[src/rtl/qdec_pkg.sv]
package qdec_pkg;
  localparam int QDEC_NIN   = 3;   // A, B, index
  localparam int QDEC_CW    = 16;
  localparam int QDEC_ASW   = 3;
  localparam int QDEC_BASE  = 9;
  localparam logic [2:0] QDEC_CONF_X2 = 3'd2;

  typedef struct packed {
    logic [QDEC_NIN-1:0]  sel;
    logic [QDEC_NIN-1:0]  inv;
    logic                 swap;
    logic [2:0]           conf;
    logic                 per_en;
    logic [QDEC_CW-1:0]   period;
    logic [QDEC_ASW-1:0]  ang;
  } qdec_cfg_t;
endpackage

[src/rtl/qdec_input_cond.sv]
module qdec_input_cond #(
  parameter int NIN    = 3,
  parameter int STAGES = 2
) (
  input  logic           clk,
  input  logic           rst_n,
  input  logic [NIN-1:0] pin_in,
  input  logic [NIN-1:0] evt_in,
  input  logic [NIN-1:0] sel,
  input  logic [NIN-1:0] inv,
  input  logic           swap,
  output logic [NIN-1:0] sync_out
);
  logic [NIN-1:0] src, routed;
  logic [STAGES-1:0][NIN-1:0] chain;

  for (genvar i = 0; i < NIN; i++) begin : g_src
    assign src[i] = sel[i] ? (pin_in[i] ^ inv[i]) : evt_in[i];
  end

  always_comb begin
    routed = src;
    if (swap) begin
      routed[0] = src[1];
      routed[1] = src[0];
    end
  end

  for (genvar s = 0; s < STAGES; s++) begin : g_sync
    always_ff @(posedge clk or negedge rst_n) begin
      if (!rst_n) chain[s] <= '0;
      else        chain[s] <= (s == 0) ? routed : chain[(s == 0) ? 0 : s-1];
    end
  end

  assign sync_out = chain[STAGES-1];
endmodule

[src/rtl/qdec_step_decode.sv]
module qdec_step_decode (
  input  logic       clk,
  input  logic       rst_n,
  input  logic       x2_mode,
  input  logic [2:0] cur,      // {index, B, A}
  output logic [2:0] prev,
  output logic       step,
  output logic       up,
  output logic       idx_rise
);
  logic a_chg, b_chg;

  always_ff @(posedge clk or negedge rst_n) begin
    if (!rst_n) prev <= '0;
    else        prev <= cur;
  end

  always_comb begin
    a_chg    = cur[0] ^ prev[0];
    b_chg    = cur[1] ^ prev[1];
    idx_rise = cur[2] & ~prev[2];
    step     = x2_mode ? (a_chg & ~b_chg) : (a_chg ^ b_chg);
    up       = a_chg ? (cur[0] ^ cur[1]) : ~(cur[0] ^ cur[1]);
  end
endmodule

[src/rtl/qdec_pos_counter.sv]
module qdec_pos_counter #(
  parameter int CW   = 16,
  parameter int ASW  = 3,
  parameter int BASE = 9
) (
  input  logic           clk,
  input  logic           rst_n,
  input  logic           clr,
  input  logic           step,
  input  logic           up,
  input  logic           idx_rise,
  input  logic [ASW-1:0] ang_sel,
  input  logic           per_en,
  input  logic [CW-1:0]  period,
  output logic [CW-1:0]  count
);
  localparam int WW = $clog2(CW + 1);

  logic [WW-1:0] w;
  logic [CW-1:0] mask, ang, rev, lim, one_rev, nxt;

  always_comb begin
    w       = WW'(BASE) + WW'(ang_sel);
    mask    = ~({CW{1'b1}} << w);
    ang     = count & mask;
    rev     = count & ~mask;
    lim     = per_en ? (period & mask) : mask;
    one_rev = mask + CW'(1);
    nxt     = count;
    if (idx_rise) begin
      nxt = rev;
    end else if (step) begin
      if (up) nxt = (ang >= lim) ? (rev + one_rev) : (rev | (ang + CW'(1)));
      else    nxt = (ang == '0)  ? ((rev - one_rev) | lim) : (rev | (ang - CW'(1)));
    end
  end

  always_ff @(posedge clk or negedge rst_n) begin
    if (!rst_n)   count <= '0;
    else if (clr) count <= '0;
    else          count <= nxt;
  end
endmodule

[src/rtl/qdec_rev_counter.sv]
module qdec_rev_counter
  import qdec_pkg::*;
#(
  parameter int CW     = QDEC_CW,
  parameter int ASW    = QDEC_ASW,
  parameter int BASE   = QDEC_BASE,
  parameter int STAGES = 2
) (
  input  logic          clk,
  input  logic          rst_n,
  input  logic          enable,
  input  logic [2:0]    pin_in,
  input  logic [2:0]    evt_in,
  input  logic [2:0]    pin_sel,
  input  logic [2:0]    pin_inv,
  input  logic          swap_ab,
  input  logic [2:0]    dec_conf,
  input  logic          per_en,
  input  logic [CW-1:0] period,
  input  logic [ASW-1:0] ang_len,
  output logic [CW-1:0] position
);
  logic [2:0]    cfg_sel, cfg_inv, cfg_conf;
  logic          cfg_swap, cfg_per_en;
  logic [CW-1:0] cfg_period;
  logic [ASW-1:0] cfg_ang;
  logic [2:0]    ph_cur, ph_prev;
  logic          step, up, idx_rise;

  // configuration is open only while disabled
  always_ff @(posedge clk or negedge rst_n) begin
    if (!rst_n) begin
      cfg_sel <= '0; cfg_inv <= '0; cfg_conf <= '0; cfg_swap <= 1'b0;
      cfg_per_en <= 1'b0; cfg_period <= '0; cfg_ang <= '0;
    end else if (!enable) begin
      cfg_sel <= pin_sel; cfg_inv <= pin_inv; cfg_conf <= dec_conf;
      cfg_swap <= swap_ab; cfg_per_en <= per_en; cfg_period <= period;
      cfg_ang <= ang_len;
    end
  end

  qdec_input_cond #(.NIN(3), .STAGES(STAGES)) u_cond (
    .clk(clk), .rst_n(rst_n), .pin_in(pin_in), .evt_in(evt_in),
    .sel(cfg_sel), .inv(cfg_inv), .swap(cfg_swap), .sync_out(ph_cur)
  );

  qdec_step_decode u_dec (
    .clk(clk), .rst_n(rst_n), .x2_mode(cfg_conf == QDEC_CONF_X2),
    .cur(ph_cur), .prev(ph_prev), .step(step), .up(up), .idx_rise(idx_rise)
  );

  qdec_pos_counter #(.CW(CW), .ASW(ASW), .BASE(BASE)) u_cnt (
    .clk(clk), .rst_n(rst_n), .clr(!enable), .step(step), .up(up),
    .idx_rise(idx_rise), .ang_sel(cfg_ang), .per_en(cfg_per_en),
    .period(cfg_period), .count(position)
  );
endmodule

[config.mk]
export PLATFORM = sky130hd
export DESIGN_NAME = qdec_rev_counter
export DESIGN_NICKNAME = d
export VERILOG_FILES = /design/src/rtl/qdec_pkg.sv /design/src/rtl/qdec_input_cond.sv /design/src/rtl/qdec_step_decode.sv /design/src/rtl/qdec_pos_counter.sv /design/src/rtl/qdec_rev_counter.sv
export SDC_FILE = /design/constraint.sdc
export NUM_CORES = 1
export LEC_CHECK = 0
export BUFFER_PORTS_ARGS = -buffer_cell sky130_fd_sc_hd__buf_2
export CAP_MARGIN = 20
export CORE_MARGIN = 2
export CORE_UTILIZATION = 38
export CTS_CLUSTER_DIAMETER = 30
export DETAILED_ROUTE_END_ITERATION = 10
export GPL_TIMING_DRIVEN = 1
export SKIP_LAST_GASP = 1
export SYNTH_ARGS = -nofsm -noshare
export SYNTH_HDL_FRONTEND = slang
export SYNTH_SLANG_ARGS = --single-unit
[constraint.sdc]
create_clock -name clk -period 7.3 [get_ports clk]
set_clock_uncertainty 0.2 [all_clocks]
set_input_delay 0.73 -clock clk [delete_from_list [all_inputs] [get_ports clk]]
set_output_delay 0.73 -clock clk [all_outputs]
set_load 0.1 [all_outputs]
; Yosys cells after proc, flatten, opt, wreduce, memory -nomap -nowiden
; Cells that the tools add are included.
[totals]
ff_bits = 55
latch_bits = 0
ramBits = 0
rom_bits = 0
out_inout_bits = 16
wordCells = 55
memories = 0
[classes]
addsub = 6
mul = 0
n_div = 0
n_lt_le_gt_ge = 1
n_eq_ne = 2
shift = 1
n_mux = 13
n_bitwise = 20
reduce_logical = 1
[ops]
columns = cell, n
row1 = 16-bit 2-to-1 mux, 7
row2 = 16-bit bitwise AND, 3
row3 = 16-bit OR, 3
row4 = 16-bit by 1-bit adder with 16-bit output (second input constant), 2
row5 = 16-bit NOT, 2
row6 = 16-bit adder, 1
row7 = 16-bit greater-or-equal comparator, 1
row8 = 16-bit logical NOT, 1
row9 = 16-bit by 5-bit << shifter with 16-bit output (first input constant), 1
row10 = 16-bit by 1-bit subtractor with 16-bit output (second input constant), 1
row11 = 16-bit subtractor, 1
row12 = 1-bit bitwise XOR, 7
row13 = 4-bit by 3-bit adder with 5-bit output (first input constant), 1
row14 = 1-bit 2-to-1 mux, 5
row15 = 3-bit by 2-bit == test with 1-bit output (second input constant), 1
row16 = 3-bit by 1-bit != test with 1-bit output (second input constant), 1
row17 = 1-bit NOT, 3
row18 = 1-bit bitwise AND, 2
row19 = 2-bit 2-to-1 mux, 1

; Longest topological paths before layout
; Gate-level depths: netlist of run 1.
[depth]
word_depth = 12
depth_mapped = 21
depth_no_buf = 17

; Hierarchy
; From an unflattened synthesis of run 1, not the netlist that was laid out.
[unflattened]
cells_unflattened = 762
area_unflattened_um2 = 6143.4
[by_module_without_submodules]
columns = mod, instances, cells_each, area_per_inst_um2, seq_area_each_um2
row1 = qdec_pos_counter, 1, 665, 4608.2, 400.4
row2 = qdec_rev_counter, 1, 65, 1133.6, 750.7
row3 = qdec_input_cond, 1, 22, 272.8, 150.1
row4 = qdec_step_decode, 1, 10, 128.9, 75.1

; Least setup slack after synthesis of run 1
; Ideal clock, no wire load.
[synth_path]
path_kind = register -> register
startpoint = register cfg_ang[0]
endpoint = register u_cnt.count[15]
arrival_ns = 4.765
required_ns = 6.961
path_slack_ns = 2.196
path_stages_with_launch = 20
period_less_slack_ns = 5.104
path_cell_list = dfrtp_1 > ha_1 > ha_1 > clkbuf_1 > nor3b_1 > nand2_1 > ha_1 > clkbuf_1 > xnor2_1 > ha_1 > clkbuf_1 > a21o_1 > a21oi_1 > a32oi_1 > a41o_1 > o41ai_1 > o21ai_2 > xor2_1 > nor3_1 > or4_1
[synth_between]
elab_chain_cells = 12
[synth_rtl]
columns = item, line
row1 = start: declaration, qdec_rev_counter.sv:26  ; logic [ASW-1:0] cfg_ang;
row2 = start signal: assignment, qdec_rev_counter.sv:38  ; cfg_ang <= ang_len;
row3 = 4-bit by 3-bit adder with 5-bit output (*), qdec_pos_counter.sv:23  ; w = WW'(BASE) + WW'(ang_sel);
row4 = 16-bit by 5-bit << shifter with 16-bit output (*), qdec_pos_counter.sv:24  ; mask = ~({CW{1'b1}} << w);
row5 = 16-bit NOT (*), qdec_pos_counter.sv:24
row6 = branches (longest 7 deep; another with 16-bit by 1-bit adder with 16-bit output), --
row7 = 16-bit 2-to-1 mux (*), qdec_pos_counter.sv:30  ; if (idx_rise) begin
row8 = 16-bit 2-to-1 mux (*), qdec_pos_counter.sv:40  ; else if (clr) count <= '0;
row9 = end signal: assignment, qdec_pos_counter.sv:41  ; else count <= nxt;
row10 = end: declaration, qdec_pos_counter.sv:15  ; output logic [CW-1:0] count
; Mark *: on every way between the ends. The select of a mux whose other input is x is not followed.
; A chain may end at the register's enable or synchronous reset.

; Worst setup path after layout of run 1
[layout_path]
startpoint = register cfg_ang[1]
endpoint = register u_cnt.count[15]
; The elaborated chain is that of the path after synthesis.

==> results of run 1 <==
-- synthesized netlist by cell type (all sizes together) (3+ instances only) --
cell type	n	share of area, %
o31ai	4	0.70
or3	5	0.63
o211ai	6	0.79
a21o	11	1.4
a311oi	4	0.61
o21ai	59	5.2
and3	12	1.3
nand3	21	1.8
nor2b	9	0.98
o21bai	6	0.79
a21oi	57	5.0
buf	6	0.48
mux2i	13	2.3
a32oi	4	0.61
a21boi	3	0.39
a211oi	6	0.79
mux2	31	6.1
o21a	4	0.52
xor2	13	2.0
and2	16	1.7
nor3b	5	0.66
nor4	3	0.33
nand2b	8	0.87
nand2	52	3.4
inv	46	3.0
o22ai	8	0.87
a31oi	11	1.2
a2111oi	4	0.61
xnor2	27	4.1
nand4	9	0.98
nor2	63	4.1
clkbuf	31	2.0
dfrtp	55	24
nand4b	4	0.87
nor3	15	1.5
ha	53	12
-- power by group --
group	leakage [nW]	switching [W]	internal, W
sequential	0.671	0.0000962	0.000361
clock	0.0776	0.000133	0.000133
combinational	2.15	0.00114	0.000541
total	2.90	0.00136	0.00104
-- registers in the layout (all words and copies together) (netlist names) --
name and flops:
cfg_period 16, u_cnt.count 16, cfg_ang 3, cfg_conf 3, cfg_inv 3, cfg_sel 3
u_cond.chain 3, u_cond.sync_out 3, u_dec.prev 3, cfg_per_en 1, cfg_swap 1
-- worst paths after layout --
path / start / endpoint / slack, ps
max in group asynchronous: rst_n / cfg_period[4]$_DFFE_PN0N_ / 6060
worst min register to register: u_cond.chain[1]$_DFF_PN0_ / u_cond.sync_out[1]$_DFF_PN0_ / 150
worst max register to register: cfg_ang[1]$_DFFE_PN0N_ / u_cnt.count[15]$_DFFE_PN0P_ / 1160
worst min-delay path: u_cond.chain[1]$_DFF_PN0_ / u_cond.sync_out[1]$_DFF_PN0_ / 150
worst max-delay path: cfg_ang[1]$_DFFE_PN0N_ / u_cnt.count[15]$_DFFE_PN0P_ / 1160
min in group asynchronous: rst_n / cfg_period[12]$_DFFE_PN0N_ / 350
-- cells by family (layout without fill, tap and decap cells) --
| family | count (synthesis) | after routing | share of synthesized area [%] |
|---|---|---|---|
| mux | 44 | 44 | 8.377 |
| fa+ha+maj | 55 | 55 | 12.29 |
| other cells | 2 | 2 | 0.1313 |
| flops | 55 | 55 | 24.06 |
| xor+xnor | 40 | 40 | 6.124 |
| simple gates | 230 | 230 | 20.43 |
| buf+inv | 83 | 114 | 5.534 |
| compound gates | 209 | 209 | 23.05 |
-- placed cells by master (no fill, tap or decap), types with 4 or more instances in the layout --
master / netlist / layout
nand2b_1: 8 / 8
o211ai_1: 6 / 6
buf_2: 4 / 54
o21a_1: 4 / 4
a211oi_1: 6 / 6
o21ai_0: 54 / 54
a21o_1: 11 / 11
nor3_1: 14 / 14
inv_1: 46 / 46
o21bai_1: 6 / 6
mux2i_1: 13 / 13
or3_1: 4 / 4
and3_1: 12 / 12
a2111oi_0: 4 / 4
o21ai_1: 4 / 4
buf_4: 0 / 6
nor2b_1: 9 / 9
and2_1: 16 / 16
nor3b_1: 5 / 5
a32oi_1: 4 / 4
ha_1: 53 / 53
a311oi_1: 4 / 4
nand2_1: 52 / 52
nor2_1: 63 / 63
nand4_1: 9 / 9
a21oi_1: 57 / 57
nand3_1: 21 / 21
xnor2_1: 27 / 27
mux2_2: 31 / 31
xor2_1: 13 / 13
o22ai_1: 8 / 8
clkbuf_16: 0 / 5
a31oi_1: 11 / 11
dfrtp_1: 55 / 55
-- metal layers --
metal	track usage [%]	part of all wire (%)	wire length [um]
met5	0	0	0
met4	8.339	3.1	576
met3	4.302	8.2	1508
met2	36.38	44	8117
met1	31.53	44	8147
-- cell type report --
type                            count  area [um2]
Tap cell                          184       230.2
Fill cell                        1519        8363
Clock buffer                        5       125.1
Inverter                           46       172.7
Sequential cell                    55        1376
Multi-Input combinational cell    580        4028
Timing Repair Buffer               60       315.3
Clock inverter                      3       33.78
-- per-stage QoR --
step / utilization [%] / power (W) / setup WS (ps)
detailed placement: 41.81 / 0.002096 / 1261
finish: 42.89 / 0.002400 / 1156
CTS: 42.89 / 0.002368 / 1289
global placement: 41.81 / 0.002084 / 1535
floorplan: - / 0.001685 / 2196
global route: 42.89 / 0.002567 / 703.9
==> results.yml, run 1 <==
critical_path:
  worstRegToRegCells: 16
  crit_top_cell: "ha_1"
  required_ps: 7290
  start_kind: "flip-flop"
  crit_arrival_ps: 6130
  path_class: "flip-flop to flip-flop"
  critPathTopFamily: "simple AND/OR/NAND/NOR gates"
  worstPathCellList: "ha_1, ha_1, nor3b_1, nand2_1, ha_1, xnor2_1, ha_1, nor2_1, o31ai_2, a2111oi_0, o21ai_1, a31oi_1, a221o_1, mux2i_1, nor3_1, or4_1"
  cp_slowest_cell: "a2111oi_0"
  crit_fanout: 13
  worstPathBufferInverterCount: 0
  cp_num_cells: 16
  worstSetupEndpointType: "flip-flop"
  critical-path-max-stage-delay_ps: 760
clocking:
  cts_resized: 0
  cts.path.max_buffers: 2
  root_buffer: "clkbuf_16"
  insertion_delay_ps: 310
  clkTransAtPathRegs_ps: 80
  cts_tree: "yes"
  cts.repair_timing.setup_buffer_count: 0
  numCtsBuffers: 5
  holdBufCountCts: 0
  cts-htree-levels: 2
  cts.sinks: 55
route:
  via_per_inst: 6.034
  drc_errors: 0
  antenna_left: 0
  finalWirelength_um: 18350
  vias: 5630
  avgRoutedWirePerCell_um: 19.67
  drt_iter0_markers: 572
  dr.pass1.iters: 5
min_path:
  holdPathStages: 0
  holdCritPathClass: "flip-flop to flip-flop"
timing:
  timing.hold.ws_ps: 148.8
  min_period_ps: 6144
  max_freq_mhz: 162.8
  rsz0062_at_grt: "false"
  slew_headroom_pct: 31.45
  tns_ps: 0
  period_share_pct: 84.17
  worstMarginPinSlew_ps: 1025
  finalHoldViolations: 0
  setup_viol: 0
  slew_viol_final: 0
synth:
  synth.avg_cell_area_um2: 7.967
  synth-seq-area-share_pct: 24.06
  ys.flop_type: "dfrtp_1"
  async_reset_ff_share_pct: 100.0
  syn_inst: 718
  syn_nets: 812
  synth_edf_count: 0
  yosysWarnings: 0
  syn_area_mm2: 0.005720
  yosysUniqueCellTypes: 68
  ys_seq_elements: 55
grt:
  gr-total-overflow: 0
  grt_pass1_vias: 5422
  grt_max_degree: 56
  grt_usage_pct: 23.00
  grt_first_pass_wirelength_um: 29070
  antenna_found_initial: 0
floorplan:
  io_pins: 55
  dieArea_mm2: 0.01605
  initial_utilization_pct: 39.06
  core_area_mm2: 0.01464
  num_rows: 44
  die_y_um: 126.7
  die_x_um: 126.7
power:
  powerDensity_mw_per_mm2: 382.1
  p_leak_nw: 2.898
  ir_drop_v: 0.0001792
placed_design:
  placedCellCount: 925
  hpwl_um: 14050
  place_congestion: 0.9612
  place.port_buffers: 54
  dpl_cell_area_mm2: 0.006122
run:
  max_cap_violations: 0
finish:
  syn2layout_area_growth_pct: 9.799
  fin_nets: 842
  final_cells: 933
  final_area_mm2: 0.006281
  n_antenna_cell: 0
  layout-drive-gt1-share_pct: 14.55
run_status:
  status: "finished, final reports clean"
Power figures use the tool's default switching activity.
==> run 2: changes to the inputs <==
Settings changed: ABC_AREA from default to 1.
Clock period 7.3 ns to 5.6 ns, I/O delays scaled along.
==> run 2 against run 1 <==
First-iteration DRC count increased by 27%. Die area increased by 11%. Design area up 11%. Fmax grew 28%. Via count increased by 25%. Count of clock-buffer cells in the layout unchanged. Power grew 43%. Synthesized cell count up 44%. Sequential share of layout area fell by 2.2 points. Global-route usage grew 3.5 points.
==> results.yml, run 2 <==
run_status:
  status: "finished, final reports clean"
finish:
  nFillCells: 1795
  final_cell_mix: "314 x nand2_1, 126 x inv_1, 113 x nand3_1"
  syn2layout_area_growth_pct: 10.06
  final_common_cell: "nand2_1"
  final_core_util_pct: 42.39
  n_antenna_cell: 0
  final_cells: 1295
  layout-drive-gt1-share_pct: 9.581
  fin_nets: 1168
  largestRegisters: "cfg_period x16, u_cnt.count x16"
timing:
  rsz0062_at_grt: "false"
  finalHoldViolations: 0
  timing.hold.ws_ps: 146.6
  slew_viol_final: 0
  min_period_ps: 4810
  period_share_pct: 85.90
  slew_headroom_pct: 38.75
  setup_viol: 0
  worstMarginPinSlew_ps: 913.1
  tns_ps: 0
  max_freq_mhz: 207.9
synth:
  yosysWarnings: 0
  ys_seq_elements: 55
  syn_inst: 1032
  yosys.area.top_type: "dfrtp_1"
  ys.flop_type: "dfrtp_1"
  syn_area_mm2: 0.006342
  synthTopCellsByArea: "dfrtp_1 22%, nand2_1 19%, ha_1 10%"
  yosysUniqueCellTypes: 41
  async_reset_ff_share_pct: 100.0
  synth-seq-area-share_pct: 21.70
  yosysMostFrequentCell: "nand2_1"
  syn_nets: 1126
  yosys.area.top_type_share_pct: 21.70
  synth_edf_count: 0
  synth.avg_cell_area_um2: 6.146
  synthTopCellsByCount: "314 x nand2_1, 126 x inv_1, 113 x nand3_1"
critical_path:
  start_kind: "flip-flop"
  crit_fanout: 17
  crit_arrival_ps: 4880
  required_ps: 5670
  worstRegToRegCells: 18
  rrSetupSlack_ps: 790
  worstSetupEndpointType: "flip-flop"
  path_class: "flip-flop to flip-flop"
clocking:
  cts.sinks: 55
  cts.path.max_buffers: 2
  cts_tree: "yes"
  root_buffer: "clkbuf_16"
  cts_resized: 0
  numCtsBuffers: 5
  cts-htree-levels: 2
  holdBufCountCts: 0
  cts.repair_timing.setup_buffer_count: 0
  clkTransAtPathRegs_ps: 90
  insertion_delay_ps: 330
floorplan:
  num_rows: 47
  die_y_um: 133.2
  initial_utilization_pct: 38.52
  io_pins: 55
  core_area_mm2: 0.01647
  die_x_um: 133.2
  dieArea_mm2: 0.01774
grt:
  grt_max_degree: 56
  grt_usage_pct: 26.54
  antenna_found_initial: 1
  grt_first_pass_wirelength_um: 36170
  grt_pass1_vias: 6605
  gr-total-overflow: 0
route:
  antenna_left: 0
  dr.pass1.iters: 5
  finalWirelength_um: 23330
  avgRoutedWirePerCell_um: 18.02
  drt_iter0_markers: 725
  via_per_inst: 5.448
  drc_errors: 0
  vias: 7055
placed_design:
  placedCellCount: 1287
  place.port_buffers: 54
  place_congestion: 1.002
  hpwl_um: 18510
power:
  p_leak_nw: 3.820
  ir_drop_v: 0.0001981
  powerDensity_mw_per_mm2: 492.0
run:
  max_cap_violations: 0
min_path:
  holdCritPathClass: "primary input to async pin"
run 2: area by class of cell:
cell class	instances	area, um2	share of cell area, %
tap	220	275.3	3.943
inverter	134	503.0	7.206
clock buffer	5	125.1	1.792
timing repair buffer	59	307.8	4.409
clock inverter	3	31.28	0.4481
multi-input combinational	819	4362	62.48
sequential	55	1376	19.72
run 2: worst max-delay path: stages, from the launching register on:
cell      delay (ps)
dfrtp_1          480
inv_1            150
ha_1             380
inv_1            100
nand2_1          110
o21ai_0          680
o21ai_0          380
ha_1             400
nand2_1           80
nor3_1           230
nand2_1           80
nand3_1           80
buf_4            240
clkinv_1         510
nand3_1          370
nand3_1          110
nand2_1           70
nand2_1           50
nand2_1           50
run 2: layer usage:
layer | global-route usage [%] | share of wire (%) | up-vias
li1 | - | - | 3435
met1 | 37.30 | 45 | 3236
met2 | 42.06 | 44 | 342
met3 | 3.691 | 8.2 | 42
met4 | 8.924 | 2.5 | 0
met5 | 0 | 0 | -
run 2: final timing paths:
path | from | end
max in group asynchronous | rst_n | cfg_period[15]$_DFFE_PN0N_
worst max register to register | cfg_ang[0]$_DFFE_PN0N_ | u_cnt.count[10]$_DFFE_PN0P_
min in group clk | u_cond.chain[0]$_DFF_PN0_ | u_cond.sync_out[0]$_DFF_PN0_
worst min-delay path | rst_n | u_cnt.count[11]$_DFFE_PN0P_
worst min register to register | u_cond.chain[0]$_DFF_PN0_ | u_cond.sync_out[0]$_DFF_PN0_
worst max-delay path | cfg_ang[0]$_DFFE_PN0N_ | u_cnt.count[10]$_DFFE_PN0P_
run 2: power by group:
| group | total, W | internal [W] | switching [W] |
|---|---|---|---|
| Sequential | 0.000617 | 0.000478 | 0.000139 |
| Combinational | 0.00246 | 0.000657 | 0.00180 |
| Clock | 0.000360 | 0.000174 | 0.000186 |
| Total | 0.00343 | 0.00131 | 0.00213 |
run 2: kinds of logic (layout without fill, tap and decap cells):
logic type	count (synthesis)	in the layout	synth area share, %
compound gates	143	143	12.45
xor+xnor	27	27	3.847
fa+ha+maj	55	55	11.09
buf+inv	158	201	9.529
flops	55	55	21.70
other cells	2	2	0.1184
simple gates	592	592	41.27
run 2: through the flow:
step	worst slack [ps]	power, W	instance area, um2
2_1_floorplan	1855	0.002368	6342
3_3_place_gp	851.8	0.003028	6824
3_5_place_dp	871.9	0.003018	6824
4_1_cts	854.5	0.003386	6980
5_1_grt	376.2	0.003699	6980
6_report	789.8	0.003434	6980
==> run 3: changes to the inputs <==
Settings changed: CORE_UTILIZATION 38 to 40.
==> run 3 against run 2 <==
Sequential cell count is the same. Largest power group unchanged. Utilization grew 2.0 points. Clock power shrank 1%. Wire length shrank 0.79%. Critical path type unchanged. Largest cell class unchanged. Non-clock buffer count shrank 1. Sequential power is essentially flat. Sequential share of layout area is essentially flat. Combinational power is essentially flat.
==> results.yml, run 3 (synthesis gave the netlist of run 2 again) <==
floorplan:
  io_pins: 55
  core_area_mm2: 0.01571
  die_x_um: 129.9
  num_rows: 46
  die_y_um: 129.9
  initial_utilization_pct: 40.36
  dieArea_mm2: 0.01688
grt:
  grt.met1_usage_pct: 39.52
  grt-busiest-layer: "met2"
  grt_util_met3_pct: 4.961
  grt_max_degree: 56
  gr-total-overflow: 0
  grt_usage_pct: 27.94
  grtUsageMet2_pct: 42.87
  grt_pass1_vias: 6589
  antenna_found_initial: 0
  grt_first_pass_wirelength_um: 35870
critical_path:
  rrSetupSlack_ps: 730
  required_ps: 5620
  worstRegToRegCells: 17
  cp-startpoint: "cfg_ang[0]$_DFFE_PN0N_"
  crit_end: "u_cnt.count[1]$_DFFE_PN0P_"
  critical-path-max-stage-delay_ps: 630
  worstSetupEndpointType: "flip-flop"
  crit_fanout: 17
  r2r_end: "u_cnt.count[1]$_DFFE_PN0P_"
  worstPathCellList: "inv_1, ha_1, inv_1, nand2_1, o21ai_0, o21ai_0, ha_1, nand2_1, nor3_1, nand2_1, nand3_1, buf_4, clkinv_1, o211ai_1, nand3_1, nand2_1, nand2_1"
  timing.rr.start: "cfg_ang[0]$_DFFE_PN0N_"
  start_kind: "flip-flop"
  crit_top_cell: "nand2_1"
  cp_slowest_cell: "o21ai_0"
  path_class: "flip-flop to flip-flop"
  crit_arrival_ps: 4880
clocking:
  cts.repair_timing.setup_buffer_count: 0
  cts-htree-levels: 2
  numCtsBuffers: 5
  cts.sinks: 55
  root_buffer: "clkbuf_16"
  insertion_delay_ps: 320
  cts_resized: 0
  clkTransAtPathRegs_ps: 90
  cts_tree: "yes"
  cts.path.max_buffers: 2
  holdBufCountCts: 0
finish:
  final_cells: 1290
  fin_nets: 1167
  final_common_cell: "nand2_1"
  largestRegisters: "cfg_period x16, u_cnt.count x16"
  syn2layout_area_growth_pct: 9.864
  layout-drive-gt1-share_pct: 9.497
  n_antenna_cell: 0
  final_cell_mix: "314 x nand2_1, 126 x inv_1, 113 x nand3_1"
  final_core_util_pct: 44.35
run_status:
  status: "finished, final reports clean"
timing:
  rsz0062_at_grt: "false"
  worstMarginPinSlew_ps: 920.8
  tns_ps: 0
  max_freq_mhz: 205.5
  setup_viol: 0
  min_period_ps: 4867
  period_share_pct: 86.91
  slew_headroom_pct: 38.55
  finalHoldViolations: 0
  slew_viol_final: 0
route:
  dr.pass1.iters: 7
  drc_errors: 0
  finalWirelength_um: 23150
  avgRoutedWirePerCell_um: 17.94
  vias: 7021
  via_per_inst: 5.443
  antenna_left: 0
  drt_iter0_markers: 612
power:
  switching_share_pct: 61.70
  ir_drop_v: 0.0002429
  powerDensity_mw_per_mm2: 490.3
  finalPower_w: 0.003416
  share_seq_of_total_power_pct: 18.2
  pwr-share-clk_pct: 10.4
  p_comb_share_pct: 71.4
  switchingPower_w: 0.002108
  p_leak_nw: 3.815
  p_int_w: 0.001308
run:
  max_cap_violations: 0
placed_design:
  place.port_buffers: 54
  place_congestion: 0.9943
  placedCellCount: 1282
  hpwl_um: 18390
min_path:
  holdCritPathClass: "primary input to async pin"
==> run 3: changes by cell type in the layout (fill, tap and decap cells not counted) <==
cell,delta
buf_4,-1
==> run 3: how the worst min path moves through the flow <==
stage / start / slack [ps] / end / depth (start not counted)
floorplan: rst_n / 60 / cfg_ang[0]$_DFFE_PN0N_ / 0
global route: u_cond.chain[2]$_DFF_PN0_ / 170 / u_cond.sync_out[2]$_DFF_PN0_ / 0
CTS: u_cond.chain[1]$_DFF_PN0_ / 160 / u_cond.sync_out[1]$_DFF_PN0_ / 0
detailed placement: u_cond.chain[1]$_DFF_PN0_ / 140 / u_cond.sync_out[1]$_DFF_PN0_ / 0
finish: rst_n / 150 / u_cnt.count[14]$_DFFE_PN0P_ / 2
global placement: u_cond.chain[0]$_DFF_PN0_ / 130 / u_cond.sync_out[0]$_DFF_PN0_ / 0
==> run 3: layout make-up <==
| cell class | instances | area, um2 |
|---|---|---|
| Clock buffer | 5 | 125.1 |
| Fill cell | 1703 | 8745 |
| Timing Repair Buffer | 58 | 300.3 |
| Multi-Input combinational cell | 819 | 4362 |
| Inverter | 134 | 503.0 |
| Tap cell | 216 | 270.3 |
| Sequential cell | 55 | 1376 |
| Clock inverter | 3 | 31.28 |
==> run 3: per-layer routing <==
metal	share of wire [%]	wire [um]
met2	43	10040
met5	0	0
met1	45	10310
met4	3.1	725
met3	8.9	2070
==> run 3: through the flow <==
step	setup slack, ps	hold slack (ps)	area [um2]
2_1_floorplan	1855	64.41	6342
3_3_place_gp	823.3	132.9	6812
3_5_place_dp	863.5	138.1	6812
4_1_cts	842.7	156.9	6968
5_1_grt	384.1	166.6	6968
6_report	733.0	145.7	6968
==> run 3: critical path, delay by kind of cell, from the launching register on <==
kind	cells	cell delay, ps
and+or+nand+nor	8	830
DFF	1	480
buffers and inverters	4	1020
AOI/OAI and AO/OA	3	1430
adders and majority gates	2	790
==> run 3: power groups by stage <==
stage	Combinational [W]	Clock (W)	Sequential, W
2_1_floorplan	0.00142	0	0.000946
3_3_place_gp	0.00240	0	0.000623
3_5_place_dp	0.00239	0	0.000622
4_1_cts	0.00240	0.000364	0.000615
5_1_grt	0.00267	0.000374	0.000627
6_report	0.00244	0.000355	0.000620
